**src/rtl/cfgp_pkg.sv**
```systemverilog
package cfgp_pkg;

   typedef enum logic [1:0] {
      FR_IDLE    = 2'd0,
      FR_WRITE   = 2'd1,
      FR_RD_RES  = 2'd2,
      FR_RD_STAT = 2'd3
   } frame_e;

   function automatic int unsigned max_u(input int unsigned a, input int unsigned b);
      return (a > b) ? a : b;
   endfunction

endpackage

```
**src/rtl/sp_sync_edge.sv**
```systemverilog
module sp_sync_edge #(
   parameter int           N      = 1,
   parameter int           STAGES = 2,
   parameter logic [N-1:0] IDLE   = '0
) (
   input  logic         clk_i,
   input  logic         rst_i,
   input  logic [N-1:0] async_i,
   output logic [N-1:0] lvl_o,
   output logic [N-1:0] rise_o,
   output logic [N-1:0] fall_o
);

   if (STAGES < 2) begin : g_bad_stages
      $error("sp_sync_edge: STAGES must be at least 2");
   end
   if (N < 1) begin : g_bad_n
      $error("sp_sync_edge: N must be positive");
   end

   logic [N-1:0] stg_q [STAGES];
   logic [N-1:0] prev_q;

   always_ff @(posedge clk_i) begin
      if (rst_i) begin
         for (int k = 0; k < STAGES; k++) stg_q[k] <= IDLE;
         prev_q <= IDLE;
      end else begin
         stg_q[0] <= async_i;
         for (int k = 1; k < STAGES; k++) stg_q[k] <= stg_q[k-1];
         prev_q <= stg_q[STAGES-1];
      end
   end

   assign lvl_o  = stg_q[STAGES-1];
   assign rise_o = lvl_o & ~prev_q;
   assign fall_o = ~lvl_o & prev_q;

endmodule

```
**src/rtl/sp_cfg_reg.sv**
```systemverilog
module sp_cfg_reg #(
   parameter int CTL_W  = 5,
   parameter int RATE_W = 3,
   localparam int CFG_W = CTL_W + RATE_W
) (
   input  logic              clk_i,
   input  logic              rst_i,
   input  logic              hw_i,
   input  logic [CTL_W-1:0]  ctl_pins_i,
   input  logic [RATE_W-1:0] rate_pins_i,
   input  logic              commit_i,
   input  logic [CFG_W-1:0]  wdata_i,
   output logic [CTL_W-1:0]  ctl_o,
   output logic [RATE_W-1:0] rate_o
);

   logic [CFG_W-1:0] cfg_q;
   logic [CFG_W-1:0] pins_cfg;

   assign pins_cfg = {ctl_pins_i, rate_pins_i};

   always_ff @(posedge clk_i) begin
      if (rst_i)         cfg_q <= pins_cfg;
      else if (hw_i)     cfg_q <= pins_cfg;
      else if (commit_i) cfg_q <= wdata_i;
   end

   assign ctl_o  = cfg_q[CFG_W-1 -: CTL_W];
   assign rate_o = cfg_q[RATE_W-1:0];

   AST_HW_TRACK: assert property (@(posedge clk_i) disable iff (rst_i)
      hw_i |=> (cfg_q == $past(pins_cfg))) else $error("hw track");
   AST_SW_HOLD: assert property (@(posedge clk_i) disable iff (rst_i)
      (!hw_i && !commit_i) |=> $stable(cfg_q)) else $error("sw hold");

endmodule

```
**src/rtl/sp_rd_path.sv**
```systemverilog
module sp_rd_path
   import cfgp_pkg::*;
#(
   parameter int RES_W  = 24,
   parameter int STAT_W = 8
) (
   input  logic              clk_i,
   input  logic              rst_i,
   input  logic [RES_W-1:0]  result_i,
   input  logic              result_vld_i,
   input  logic [STAT_W-1:0] status_i,
   input  logic              load_i,
   input  logic              sel_res_i,
   input  logic              shift_i,
   input  logic              done_i,
   output logic              dout_o,
   output logic              drdy_o
);

   localparam int SH_W = max_u(RES_W, STAT_W);

   if (SH_W < 2) begin : g_bad_sh
      $error("sp_rd_path: read width must be at least 2");
   end

   logic [RES_W-1:0] hold_q;
   logic             drdy_q;
   logic             fresh_q;
   logic [SH_W-1:0]  sh_q;
   logic [SH_W-1:0]  res_al;
   logic [SH_W-1:0]  stat_al;

   if (RES_W == SH_W) begin : g_res_full
      assign res_al = hold_q;
   end else begin : g_res_pad
      assign res_al = {hold_q, {(SH_W-RES_W){1'b0}}};
   end

   if (STAT_W == SH_W) begin : g_stat_full
      assign stat_al = status_i;
   end else begin : g_stat_pad
      assign stat_al = {status_i, {(SH_W-STAT_W){1'b0}}};
   end

   always_ff @(posedge clk_i) begin
      if (rst_i) begin
         hold_q  <= '0;
         drdy_q  <= 1'b0;
         fresh_q <= 1'b0;
         sh_q    <= '0;
      end else begin
         if (result_vld_i) hold_q <= result_i;

         if (result_vld_i)                drdy_q <= 1'b1;
         else if (done_i && !fresh_q)     drdy_q <= 1'b0;

         if (load_i)            fresh_q <= result_vld_i;
         else if (result_vld_i) fresh_q <= 1'b1;

         if (load_i)       sh_q <= sel_res_i ? res_al : stat_al;
         else if (shift_i) sh_q <= {sh_q[SH_W-2:0], 1'b0};
      end
   end

   assign dout_o = sh_q[SH_W-1];
   assign drdy_o = drdy_q;

   AST_DRDY_SET: assert property (@(posedge clk_i) disable iff (rst_i)
      result_vld_i |=> drdy_o) else $error("drdy set");
   AST_FRESH_KEEP: assert property (@(posedge clk_i) disable iff (rst_i)
      (done_i && fresh_q) |=> drdy_o) else $error("fresh keep");
   AST_HOLD_STABLE: assert property (@(posedge clk_i) disable iff (rst_i)
      !result_vld_i |=> $stable(hold_q)) else $error("hold stable");
   AST_LOAD_MSB: assert property (@(posedge clk_i) disable iff (rst_i)
      (load_i && sel_res_i) |=> (dout_o == $past(hold_q[RES_W-1]))) else $error("load msb");

endmodule

```
**src/rtl/cfg_serial_port.sv**
```systemverilog
module cfg_serial_port
   import cfgp_pkg::*;
#(
   parameter int RES_W       = 24,
   parameter int STAT_W      = 8,
   parameter int CTL_W       = 5,
   parameter int RATE_W      = 3,
   parameter int SYNC_STAGES = 2
) (
   input  logic              clk_i,
   input  logic              rst_i,
   input  logic              csn_i,
   input  logic              rdwr_i,
   input  logic              rsel_i,
   input  logic              sclk_i,
   input  logic              din_i,
   output logic              dout_o,
   output logic              dout_oe_o,
   output logic              drdy_o,
   input  logic              hwmode_i,
   input  logic [CTL_W-1:0]  ctl_pins_i,
   input  logic [RATE_W-1:0] rate_pins_i,
   input  logic [RES_W-1:0]  result_i,
   input  logic              result_vld_i,
   input  logic [STAT_W-1:0] status_i,
   output logic [CTL_W-1:0]  ctl_o,
   output logic [RATE_W-1:0] rate_o
);

   localparam int CFG_W = CTL_W + RATE_W;
   localparam int MAXN  = max_u(max_u(RES_W, STAT_W), CFG_W);
   localparam int CNT_W = $clog2(MAXN + 2);
   localparam logic [CNT_W-1:0] CNT_CFG = CNT_W'(CFG_W);
   localparam logic [CNT_W-1:0] CNT_RES = CNT_W'(RES_W);
   localparam logic [CNT_W-1:0] CNT_MAX = CNT_W'(MAXN + 1);

   localparam int I_RSEL = 0;
   localparam int I_RDWR = 1;
   localparam int I_DIN  = 2;
   localparam int I_SCLK = 3;
   localparam int I_CSN  = 4;

   if (RES_W < 1 || STAT_W < 1 || CTL_W < 1 || RATE_W < 1) begin : g_bad_w
      $error("cfg_serial_port: all widths must be positive");
   end

   logic [4:0] raw, lvl, rise, fall;
   assign raw = {csn_i, sclk_i, din_i, rdwr_i, rsel_i};

   sp_sync_edge #(.N(5), .STAGES(SYNC_STAGES), .IDLE(5'b11000)) u_sync (
      .clk_i   (clk_i),
      .rst_i   (rst_i),
      .async_i (raw),
      .lvl_o   (lvl),
      .rise_o  (rise),
      .fall_o  (fall)
   );

   logic [11:0] unused_sync;
   assign unused_sync = {lvl[I_SCLK], rise[I_DIN], rise[I_RDWR], rise[I_RSEL],
                         fall[I_DIN], fall[I_RDWR], fall[I_RSEL],
                         rise[I_SCLK] & fall[I_SCLK], 4'd0};

   frame_e           frame_q;
   logic [CNT_W-1:0] cnt_q;
   logic [CFG_W-1:0] wsh_q;
   logic             fr_start, fr_end, sclk_fall, sclk_rise;
   logic             commit, rd_done, rd_load, rd_shift;

   assign fr_start  = fall[I_CSN];
   assign fr_end    = rise[I_CSN];
   assign sclk_fall = fall[I_SCLK] & ~lvl[I_CSN];
   assign sclk_rise = rise[I_SCLK] & ~lvl[I_CSN];

   always_ff @(posedge clk_i) begin
      if (rst_i) begin
         frame_q <= FR_IDLE;
         cnt_q   <= '0;
         wsh_q   <= '0;
      end else if (fr_start) begin
         frame_q <= lvl[I_RDWR] ? (lvl[I_RSEL] ? FR_RD_RES : FR_RD_STAT) : FR_WRITE;
         cnt_q   <= '0;
      end else if (fr_end) begin
         frame_q <= FR_IDLE;
      end else if (sclk_fall && frame_q != FR_IDLE) begin
         if (cnt_q != CNT_MAX) cnt_q <= cnt_q + 1'b1;
         if (frame_q == FR_WRITE) wsh_q <= {wsh_q[CFG_W-2:0], lvl[I_DIN]};
      end
   end

   assign commit   = fr_end && frame_q == FR_WRITE && cnt_q == CNT_CFG;
   assign rd_done  = fr_end && frame_q == FR_RD_RES && cnt_q >= CNT_RES;
   assign rd_load  = fr_start && lvl[I_RDWR];
   assign rd_shift = sclk_rise && (frame_q == FR_RD_RES || frame_q == FR_RD_STAT);

   sp_cfg_reg #(.CTL_W(CTL_W), .RATE_W(RATE_W)) u_cfg (
      .clk_i       (clk_i),
      .rst_i       (rst_i),
      .hw_i        (hwmode_i),
      .ctl_pins_i  (ctl_pins_i),
      .rate_pins_i (rate_pins_i),
      .commit_i    (commit),
      .wdata_i     (wsh_q),
      .ctl_o       (ctl_o),
      .rate_o      (rate_o)
   );

   sp_rd_path #(.RES_W(RES_W), .STAT_W(STAT_W)) u_rd (
      .clk_i        (clk_i),
      .rst_i        (rst_i),
      .result_i     (result_i),
      .result_vld_i (result_vld_i),
      .status_i     (status_i),
      .load_i       (rd_load),
      .sel_res_i    (lvl[I_RSEL]),
      .shift_i      (rd_shift),
      .done_i       (rd_done),
      .dout_o       (dout_o),
      .drdy_o       (drdy_o)
   );

   assign dout_oe_o = ~csn_i & rdwr_i;

   AST_WR_COMMIT: assert property (@(posedge clk_i) disable iff (rst_i)
      (commit && !hwmode_i) |=> ({ctl_o, rate_o} == $past(wsh_q))) else $error("commit");
   AST_SHORT_WRITE: assert property (@(posedge clk_i) disable iff (rst_i)
      (fr_end && frame_q == FR_WRITE && cnt_q != CNT_CFG && !hwmode_i)
      |=> $stable({ctl_o, rate_o})) else $error("short write");
   AST_IDLE_NO_COUNT: assert property (@(posedge clk_i) disable iff (rst_i)
      (frame_q == FR_IDLE && !fr_start) |=> $stable(cnt_q)) else $error("idle count");

endmodule

```
**config.mk**
```make
export PLATFORM = sky130hd
export DESIGN_NAME = cfg_serial_port
export DESIGN_NICKNAME = d
export VERILOG_FILES = /design/src/rtl/cfgp_pkg.sv /design/src/rtl/sp_sync_edge.sv /design/src/rtl/sp_cfg_reg.sv /design/src/rtl/sp_rd_path.sv /design/src/rtl/cfg_serial_port.sv
export SDC_FILE = /design/constraint.sdc
export NUM_CORES = 1
export LEC_CHECK = 0
export BUFFER_PORTS_ARGS = -buffer_cell sky130_fd_sc_hd__buf_2
export CORE_MARGIN = 2
export CORE_UTILIZATION = 55
export DETAILED_ROUTE_END_ITERATION = 8
export GPL_TIMING_DRIVEN = 0
export HOLD_SLACK_MARGIN = 0.06
export PLACE_DENSITY = 0.8
export SETUP_SLACK_MARGIN = 0.2
export SYNTH_ARGS = -nofsm -noshare
export SYNTH_HDL_FRONTEND = slang
export SYNTH_SLANG_ARGS = --single-unit
```
**constraint.sdc**
```tcl
create_clock -name clk_i -period 2.07 [get_ports clk_i]
set_input_delay 0.5175 -clock clk_i [delete_from_list [all_inputs] [get_ports clk_i]]
set_output_delay 0.5175 -clock clk_i [all_outputs]
set_load 0.05 [all_outputs]
```
==> results of run 1 <==
## Yosys cell counts, types with 6 or more instances
cell type,number,area [um2]
clkbuf_1,13,48.80
buf_2,7,35.03
edfxtp_1,8,240.2
nor2_1,36,135.1
mux2_2,8,90.09
nor3_1,15,75.07
o32ai_1,8,70.07
dfxtp_1,77,1541
nand2_1,33,123.9
a211oi_1,8,60.06
o21ai_0,8,40.04
mux2i_1,26,260.3
buf_1,6,22.52
a21oi_1,12,60.06
nor2b_1,15,93.84
inv_1,6,22.52
nand3_1,26,130.1
a311oi_1,15,131.4
## cells by family after synthesis
group                    Yosys count
buffers and inverters             35
AND/OR/NAND/NOR                  148
multiplexers                      34
AO/OA/AOI/OAI                     64
adder cells (fa/ha/maj)            5
flip-flops                        85
## registers in the layout, indices dropped and copies added (netlist names)
signal	count
frame_q	2
u_sync.prev_q	2
u_sync.stg_q	10
u_rd.hold_q	24
cnt_q	5
u_rd.drdy_o	1
u_cfg.cfg_q	8
u_rd.sh_q	24
wsh_q	8
u_rd.fresh_q	1
## layer usage
metal,vias to the layer above,share of wire [%]
met1,1362,45
met2,94,48
met5,-,0
met3,17,4.7
li1,1477,-
met4,0,2.3
## cell type report
class / count / area, um2
multi-input combinational: 251 / 1613
buffer: 28 / 130.1
sequential: 85 / 1782
clock buffer: 11 / 152.6
clock inverter: 5 / 41.29
fill: 539 / 2146
tap: 77 / 96.34
inverter: 7 / 26.28
timing repair buffer: 58 / 290.3
## worst min path at each step
stage	start	to	slack [ps]	cells past startpoint
5_1_grt	csn_i	u_sync.stg_q[0][4]	360	2
4_1_cts	csn_i	u_sync.stg_q[0][4]	350	2
6_report	csn_i	u_sync.stg_q[0][4]	360	2
2_1_floorplan	u_sync.stg_q[0][3]	u_sync.stg_q[0][8]	390	1
3_3_place_gp	u_sync.stg_q[0][4]	u_sync.stg_q[0][9]	400	1
3_5_place_dp	u_sync.stg_q[0][4]	u_sync.stg_q[0][9]	410	1
## per-stage QoR
stage / total power [W] / cells / hold slack (ps)
after floorplan: 0.001965 / 371 / 389.5
after global placement: 0.002051 / 506 / 397.7
after detailed placement: 0.002060 / 506 / 405.1
after CTS: 0.003179 / 522 / 353.2
after global routing: 0.003297 / 522 / 363.7
final: 0.003161 / 522 / 363.0
## power by group
part	leakage [nW]	switching (W)	total, W	internal [W]
Sequential	0.713	0.0000280	0.00175	0.00172
Clock	0.0917	0.000618	0.00114	0.000520
Combinational	0.799	0.000165	0.000277	0.000111
Total	1.60	0.000811	0.00316	0.00235
## timing repair
item,CTS,global route
setup endpoints to repair,9,17
gates resized for setup,7,6
endpoints found under the hold margin,0,0
pin swaps,0,0
==> results.tsv, run 1 <==
stage	metric	value	unit
route	Initial DRT Pass Iterations	4	
route	Via Count	2950	
yosys	Netlist cell types	44	
timing	FMAX	563.7	MHz
yosys	Synth Area in XOR/XNOR	0	%
setup_path	FF-to-FF path depth	6	
setup_path	crit path cell chain	inv_1 -> ha_1 -> nand2_2 -> nand2_1 -> buf_1 -> a311oi_1	
finish	most frequent cells in the layout	dfxtp_1 (77), buf_2 (64), nor2_1 (36)	
setup_path	Data arrival, critical path	2040	ps
job	Max Cap Viol	0	
finish	most common cell after layout, fill and taps aside	dfxtp_1	
placement	DP HPWL	5298	um
yosys	Compound-Gate Fraction of Synth Area	13.00	%
floorplanning	Core Footprint	0.006277	mm2
finish	fin nets	494	
pwr	peak supply drop	0.0004922	V
route	Antenna Nets Post-Route	0	
setup_path	CP startpoint kind	flip-flop	
floorplanning	# IOs	60	
timing	Worst slew margin	55.10	%
global_route	gr busiest metal	met2	
pwr	Power Dens Cells	765.0	mW/mm2
placement	pre-CTS WS	116.2	ps
setup_path	Worst path slowest cell	dfxtp_1	
setup_path	CP endpoint	u_rd.sh_q[15]	
setup_path	Critical Path Stages	6	
timing	Final Slew Violations	0	
yosys	sequential fraction of the synthesis area	50.46	%
min_path	worst min path class	input pin to flip-flop	
route	vias per cell	5.651	
clock_network	clk buf depth	2	
floorplanning	die span in x	84.13	um
timing	setup ws final	295.9	ps
global_route	largest net degree at the start of global routing	16	
timing	post-route minimum period	1774	ps
outcome	status	finished, final reports clean	
yosys	area share of and/or/nand/nor cells after synthesis	20.80	%
global_route	first-pass GRT wire length	12650	um
yosys	largest family of logic cells by synthesized area	simple AND/OR/NAND/NOR gates	
yosys	synthesized area per cell	9.517	um2
yosys	Ys Warns	0	
timing	measured slew at the worst slew-check pin	671.0	ps
timing	Layout Skew	8.173	ps
global_route	vias in the first global route	2830	
clock_network	CTS buffer count	9	
global_route	M2 GR Usage	35.64	%
clock_network	Clk Latency, worst-skew pair	360	ps
timing	endpoints failing hold	0	
floorplanning	Starting Density	56.25	%
yosys	Yosys reg bits	85	
global_route	met3 Track Usage GR	4.550	%
setup_path	kind of critical path	flip-flop to flip-flop	
setup_path	worst path bufs/invs	2	
finish	diode count	0	
placement	GPL Wtd Cong	0.7792	
clock_network	Post-CTS Hold Buffers	0	
finish	share of cells above drive strength 1	24.04	%
setup_path	Worst R2R Start	u_sync.stg_q[0][9]	
finish	Final Core Density	65.82	%
clock_network	register clock-pin slew on the reported worst setup and hold paths	90	ps
yosys	Post-Syn Area	0.003531	mm2
timing	setup TNS	0	ps
route	routed length per instance	14.28	um
clock_network	clk root buf	clkbuf_8	
clock_network	Max H-tree Level	3	
yosys	Post-Syn Instances	371	
timing	unrepaired setup endpoints after global routing	no	
setup_path	max incr delay on CP	430	ps
floorplanning	Die ar.	0.007077	mm2
global_route	Tot GR Track Use	21.87	%
floorplanning	Die Y	84.13	um
finish	area delta synth->final	17.01	%
global_route	GR Overflow Total	0	
clock_network	setup bufs post-CTS	0	
clock_network	clock sinks	85	
timing	period utilization	85.71	%
global_route	met1 GRT Util	27.56	%
yosys	Async SR Flop Fraction	0	%
placement	Cell Area, Placed	0.003918	mm2
setup_path	Top delay family on crit path	flip-flops	
pwr	LEAKAGE	1.604	nW
placement	I/O Buffers	58	
route	DR DRC count	0	
route	final wirelength	7456	um
yosys	post-synthesis mux area share	9.922	%
setup_path	RR Endpoint	u_rd.sh_q[15]	
finish	cell area after layout	0.004131	mm2
setup_path	Worst Setup SP	u_sync.stg_q[0][9]	
yosys	Adder-Cell Fraction of Synth Area	1.772	%
global_route	initial antenna violation count	0	
yosys	EDFF count, synth	8	
setup_path	worst-path maximum fanout	10	
timing	final setup violation count	0	
setup_path	CP Capture Type	flip-flop	
route	Initial DRC Count	145	
yosys	Top FF cell, synth	dfxtp_1	
yosys	net count after synthesis	425	
clock_network	CTS tree	yes	
setup_path	Crit path required time	2330	ps
floorplanning	Site Rows	29	
setup_path	reg2reg setup slack	300	ps
Power figures use the tool's default switching activity.
==> run 2: changes to the inputs <==
--- a/config.mk
+++ b/config.mk
@@ -11,6 +11,7 @@
 export DETAILED_ROUTE_END_ITERATION = 8
 export GPL_TIMING_DRIVEN = 0
 export HOLD_SLACK_MARGIN = 0.06
+export MAX_ROUTING_LAYER = met4
 export PLACE_DENSITY = 0.8
 export SETUP_SLACK_MARGIN = 0.2
 export SYNTH_ARGS = -nofsm -noshare
==> results.tsv, run 2 (synthesized netlist as in run 1, its figures left out) <==
stage	metric	value	unit	change
global_route	first-pass GRT wire length	12650	um	about the same
floorplanning	# IOs	60		unchanged
setup_path	max incr delay on CP	430	ps	about the same
floorplanning	Die ar.	0.007077	mm2	unchanged
timing	setup TNS	0	ps	unchanged
setup_path	Worst path slowest cell	dfxtp_1		unchanged
placement	DP HPWL	5298	um	unchanged
finish	cell area after layout	0.004131	mm2	unchanged
timing	measured slew at the worst slew-check pin	670.5	ps	was 671.0 ps
route	Initial DRC Count	148		was 145
job	Max Cap Viol	0		unchanged
finish	multi-input combinational cell area	0.001613	mm2	unchanged
timing	Worst slew margin	55.13	%	was 55.10%
global_route	largest net degree at the start of global routing	16		unchanged
timing	period utilization	85.69	%	was 85.71%
finish	most common cell after layout, fill and taps aside	dfxtp_1		unchanged
finish	Seq. cell area	0.001782	mm2	unchanged
clock_network	CTS buffer count	9		unchanged
finish	most frequent cells in the layout	dfxtp_1 (77), buf_2 (64), nor2_1 (36)		unchanged
floorplanning	die span in x	84.13	um	unchanged
clock_network	clock sinks	85		unchanged
placement	GPL Wtd Cong	0.7900		was 0.7792
clock_network	CTS tree	yes		unchanged
global_route	Tot GR Track Use	22.54	%	was 21.87%
placement	Cell Area, Placed	0.003918	mm2	unchanged
setup_path	Crit path required time	2330	ps	about the same
floorplanning	Starting Density	56.25	%	unchanged
route	Via Count	2948		was 2950
finish	largest registers	u_rd.hold_q x24, u_rd.sh_q x24, u_sync.stg_q x10		unchanged
pwr	LEAKAGE	1.604	nW	unchanged
placement	I/O Buffers	58		unchanged
route	DR DRC count	0		unchanged
pwr	peak supply drop	0.0004929	V	was 0.0004922 V
route	final wirelength	7425	um	was 7456 um
route	Initial DRT Pass Iterations	4		unchanged
timing	final setup violation count	0		unchanged
route	Antenna Nets Post-Route	0		unchanged
min_path	worst min path class	input pin to flip-flop		unchanged
setup_path	CP startpoint kind	flip-flop		unchanged
clock_network	Max H-tree Level	3		unchanged
timing	endpoints failing hold	0		unchanged
clock_network	Post-CTS Hold Buffers	0		unchanged
timing	Layout Skew	8.365	ps	was 8.173 ps
clock_network	register clock-pin slew on the reported worst setup and hold paths	90	ps	about the same
finish	fin nets	494		unchanged
setup_path	CP Capture Type	flip-flop		unchanged
setup_path	worst-path maximum fanout	10		unchanged
outcome	status	finished, final reports clean		unchanged
finish	area delta synth->final	17.01	%	unchanged
timing	unrepaired setup endpoints after global routing	no		unchanged
finish	diode count	0		unchanged
global_route	initial antenna violation count	0		unchanged
global_route	GR Overflow Total	0		unchanged
setup_path	Data arrival, critical path	2040	ps	about the same
global_route	vias in the first global route	2829		was 2830
setup_path	kind of critical path	flip-flop to flip-flop		unchanged
route	vias per cell	5.648		was 5.651
timing	Final Slew Violations	0		unchanged
route	routed length per instance	14.22	um	was 14.28 um
clock_network	clk root buf	clkbuf_8		unchanged
finish	share of cells above drive strength 1	24.04	%	unchanged
timing	post-route minimum period	1774	ps	about the same
timing	FMAX	563.8	MHz	was 563.7 MHz
pwr	Power Dens Cells	765.5	mW/mm2	was 765.0 mW/mm2
clock_network	clk buf depth	2		unchanged
floorplanning	Core Footprint	0.006277	mm2	unchanged
finish	fillers	539		unchanged
setup_path	crit path cell chain	inv_1 -> ha_1 -> nand2_2 -> nand2_1 -> buf_1 -> a311oi_1		unchanged
floorplanning	Die Y	84.13	um	unchanged
floorplanning	Site Rows	29		unchanged
clock_network	Clk Latency, worst-skew pair	350	ps	was 360 ps
## run 2: cell counts in the layout (fill, tap and decap cells not counted)
No cell type changed its count.
## run 2: report_power, final
| part | internal [W] | switching [W] | leakage, nW |
|---|---|---|---|
| combinational | 0.000111 | 0.000165 | 0.799 |
| clock | 0.000520 | 0.000620 | 0.0917 |
| sequential | 0.00172 | 0.0000279 | 0.713 |
## run 2: path summary, 6_finish.rpt
check	from	end	slack, ps	cells past startpoint
max	u_sync.stg_q[0][9]	u_rd.sh_q[15]	300	6
min	csn_i	u_sync.stg_q[0][4]	360	2
max reg2reg	u_sync.stg_q[0][9]	u_rd.sh_q[15]	300	6
min reg2reg	u_sync.stg_q[0][3]	u_sync.stg_q[0][8]	420	1
## run 2: critical path: cells and delay by family (launching register included)
| kind | cells | cell delay [ps] |
|---|---|---|
| compound gates | 1 | 290 |
| simple gates | 2 | 340 |
| buf+inv | 2 | 370 |
| flops | 1 | 430 |
| fa+ha+maj | 1 | 260 |
## run 2: per-layer routing
metal	global-route usage (%)	share of wire [%]	up-vias	routed length, um
li1	-	-	1475	-
met1	27.75	45	1362	3370
met2	35.64	48	94	3553
met3	4.253	4.5	17	333
met4	10.85	2.2	0	167
met5	-	0	-	0
## run 2: final cells by class
class	count	area share, %
Sequential cell	85	43.13
Multi-Input combinational cell	251	39.04
Timing Repair Buffer	58	7.026
Clock buffer	11	3.695
Buffer	28	3.150
Tap cell	77	2.332
Clock inverter	5	0.9994
Inverter	7	0.6360
## run 2: stage by stage
step / cells / hold slack (ps) / total power [W] / util (%) / setup slack (ps)
after floorplan: 371 / 389.5 / 0.001965 / - / 327.6
after CTS: 522 / 353.2 / 0.003179 / 65.70 / 243.0
final: 522 / 364.2 / 0.003163 / 65.82 / 296.3
after detailed placement: 506 / 405.1 / 0.002060 / 62.41 / 116.2
after global routing: 522 / 363.7 / 0.003297 / 65.82 / 213.4
after global placement: 506 / 397.7 / 0.002051 / 62.41 / 163.5
## run 2: repair_timing
item / 4_1_cts / 5_1_grt
buffers inserted: 0 / 0
setup endpoints to repair: 9 / 17
gates resized for setup: 7 / 6
==> run 3: changes to the inputs <==
--- a/config.mk
+++ b/config.mk
@@ -6,7 +6,6 @@
 export NUM_CORES = 1
 export LEC_CHECK = 0
 export BUFFER_PORTS_ARGS = -buffer_cell sky130_fd_sc_hd__buf_2
-export CORE_MARGIN = 2
 export CORE_UTILIZATION = 55
 export DETAILED_ROUTE_END_ITERATION = 8
 export GPL_TIMING_DRIVEN = 0
==> results.tsv, run 3 (synthesized netlist as in run 1, its figures left out) <==
stage	metric	value	unit	change
min_path	Hold Crit Start	sclk_i		was csn_i
setup_path	max incr delay on CP	450	ps	was 430 ps
clock_network	clk root buf	clkbuf_8		unchanged
placement	I/O Buffers	58		unchanged
timing	unrepaired setup endpoints after global routing	no		unchanged
timing	FMAX	563.5	MHz	was 563.8 MHz
outcome	status	finished, final reports clean		unchanged
placement	GPL Wtd Cong	0.8278		was 0.7900
timing	Layout Skew	6.406	ps	was 8.365 ps
global_route	initial antenna violation count	0		unchanged
setup_path	CP Capture Type	flip-flop		unchanged
floorplanning	Die Y	82.13	um	was 84.13 um
timing	post-route minimum period	1775	ps	was 1774 ps
timing	Worst slew margin	58.15	%	was 55.13%
route	routed length per instance	14.79	um	was 14.22 um
finish	largest registers	u_rd.hold_q x24, u_rd.sh_q x24, u_sync.stg_q x10		unchanged
global_route	Tot GR Track Use	25.57	%	was 22.54%
timing	setup TNS	0	ps	unchanged
timing	period utilization	85.73	%	was 85.69%
route	Antenna Nets Post-Route	0		unchanged
setup_path	Crit path required time	2320	ps	was 2330 ps
clock_network	register clock-pin slew on the reported worst setup and hold paths	80	ps	was 90 ps
pwr	LEAKAGE	1.624	nW	was 1.604 nW
floorplanning	Die ar.	0.006745	mm2	was 0.007077 mm2
finish	area delta synth->final	17.51	%	was 17.01%
clock_network	Post-CTS Hold Buffers	0		unchanged
finish	share of cells above drive strength 1	24.04	%	unchanged
setup_path	crit path cell chain	inv_1 -> ha_1 -> nand2_2 -> clkbuf_2 -> nand2_1 -> a311oi_1		was inv_1 -> ha_1 -> nand2_2 -> nand2_1 -> buf_1 -> a311oi_1
route	Initial DRT Pass Iterations	7		was 4
route	DR DRC count	0		unchanged
route	vias per cell	5.812		was 5.648
setup_path	worst-path maximum fanout	10		unchanged
route	Initial DRC Count	210		was 148
setup_path	CP startpoint kind	flip-flop		unchanged
floorplanning	Site Rows	28		was 29
clock_network	CTS tree	yes		unchanged
setup_path	kind of critical path	flip-flop to flip-flop		unchanged
finish	diode count	0		unchanged
clock_network	clk buf depth	2		unchanged
setup_path	Data arrival, critical path	2020	ps	was 2040 ps
setup_path	Worst Setup SP	u_sync.stg_q[0][9]		unchanged
setup_path	Worst R2R Start	u_sync.stg_q[0][9]		unchanged
setup_path	worst path bufs/invs	2		unchanged
route	Via Count	3022		was 2948
global_route	largest net degree at the start of global routing	15		was 16
pwr	peak supply drop	0.0004600	V	was 0.0004929 V
timing	final setup violation count	0		unchanged
job	Max Cap Viol	0		unchanged
min_path	worst min path class	input pin to flip-flop		unchanged
placement	DP HPWL	5440	um	was 5298 um
clock_network	Clk Latency, worst-skew pair	350	ps	about the same
clock_network	clock sinks	85		unchanged
setup_path	Worst path slowest cell	dfxtp_1		unchanged
global_route	GR Overflow Total	0		unchanged
clock_network	Max H-tree Level	3		unchanged
floorplanning	Core Footprint	0.006061	mm2	was 0.006277 mm2
finish	most common cell after layout, fill and taps aside	dfxtp_1		unchanged
finish	fillers	482		was 539
global_route	first-pass GRT wire length	12780	um	was 12650 um
finish	most frequent cells in the layout	dfxtp_1 (77), buf_2 (67), nor2_1 (36)		was dfxtp_1 (77), buf_2 (64), nor2_1 (36)
floorplanning	die span in x	82.13	um	was 84.13 um
timing	Final Slew Violations	0		unchanged
finish	multi-input combinational cell area	0.001613	mm2	unchanged
pwr	Power Dens Cells	794.8	mW/mm2	was 765.5 mW/mm2
finish	Seq. cell area	0.001782	mm2	unchanged
setup_path	Top delay family on crit path	flip-flops		unchanged
timing	endpoints failing hold	0		unchanged
clock_network	CTS buffer count	9		unchanged
finish	Final Core Density	68.46	%	was 65.82%
global_route	vias in the first global route	2840		was 2829
route	final wirelength	7690	um	was 7425 um
timing	measured slew at the worst slew-check pin	625.4	ps	was 670.5 ps
finish	fin nets	494		unchanged
floorplanning	Starting Density	58.26	%	was 56.25%
floorplanning	# IOs	60		unchanged
## run 3: cell count changes in the layout (fill, tap and decap cells not counted)
cell and delta:
clkbuf_16 -1, buf_1 -1, inv_6 -1, buf_4 +1, clkinvlp_4 -1, bufinv_16 +2
clkbuf_4 -1, clkinv_1 +2, clkinv_2 +1, clkbuf_2 -2, clkinv_4 -1, clkbuf_1 -1
buf_2 +3
## run 3: final cells by class
| type | instances | share of cell area [%] |
|---|---|---|
| Clock buffer | 9 | 2.986 |
| Tap cell | 75 | 2.262 |
| Sequential cell | 85 | 42.94 |
| Timing Repair Buffer | 58 | 6.996 |
| Multi-Input combinational cell | 251 | 38.87 |
| Clock inverter | 7 | 2.141 |
| Inverter | 7 | 0.6333 |
| Buffer | 28 | 3.166 |
## run 3: path summary, 6_finish.rpt
check / endpoint / slack [ps] / depth (start not counted)
worst min register to register: u_sync.stg_q[0][8] / 420 / 1
worst max register to register: u_rd.sh_q[5] / 300 / 6
worst min-delay path: u_sync.stg_q[0][3] / 340 / 2
worst max-delay path: u_rd.sh_q[5] / 300 / 6
## run 3: timing repair
action                     in CTS  in global routing
setup endpoints to repair      23                 22
gates resized for setup         6                 13
setup buffers                   0                  0
## run 3: metrics by stage
step                hold slack (ps)  instances  instance area, um2  setup slack (ps)  total power, W
floorplan                     389.5        371                3531             327.6        0.001965
global placement              396.0        504                3915             209.8        0.002051
detailed placement            398.0        504                3915             89.34        0.002063
CTS                           339.8        520                4139             176.7        0.003306
global route                  339.9        520                4149             221.9        0.003409
finish                        344.6        520                4149             295.5        0.003298
## run 3: metal layers
layer	vias up	track usage, %	part of all wire [%]
met5	-	-	0
met3	13	4.835	4.3
li1	1473	-	-
met2	90	40.99	49
met1	1446	31.43	45
met4	0	11.05	1.5
## run 3: power breakdown
group | switching [W] | total [W] | internal, W
Sequential | 0.0000288 | 0.00175 | 0.00172
Clock | 0.000598 | 0.00127 | 0.000674
Combinational | 0.000167 | 0.000279 | 0.000112
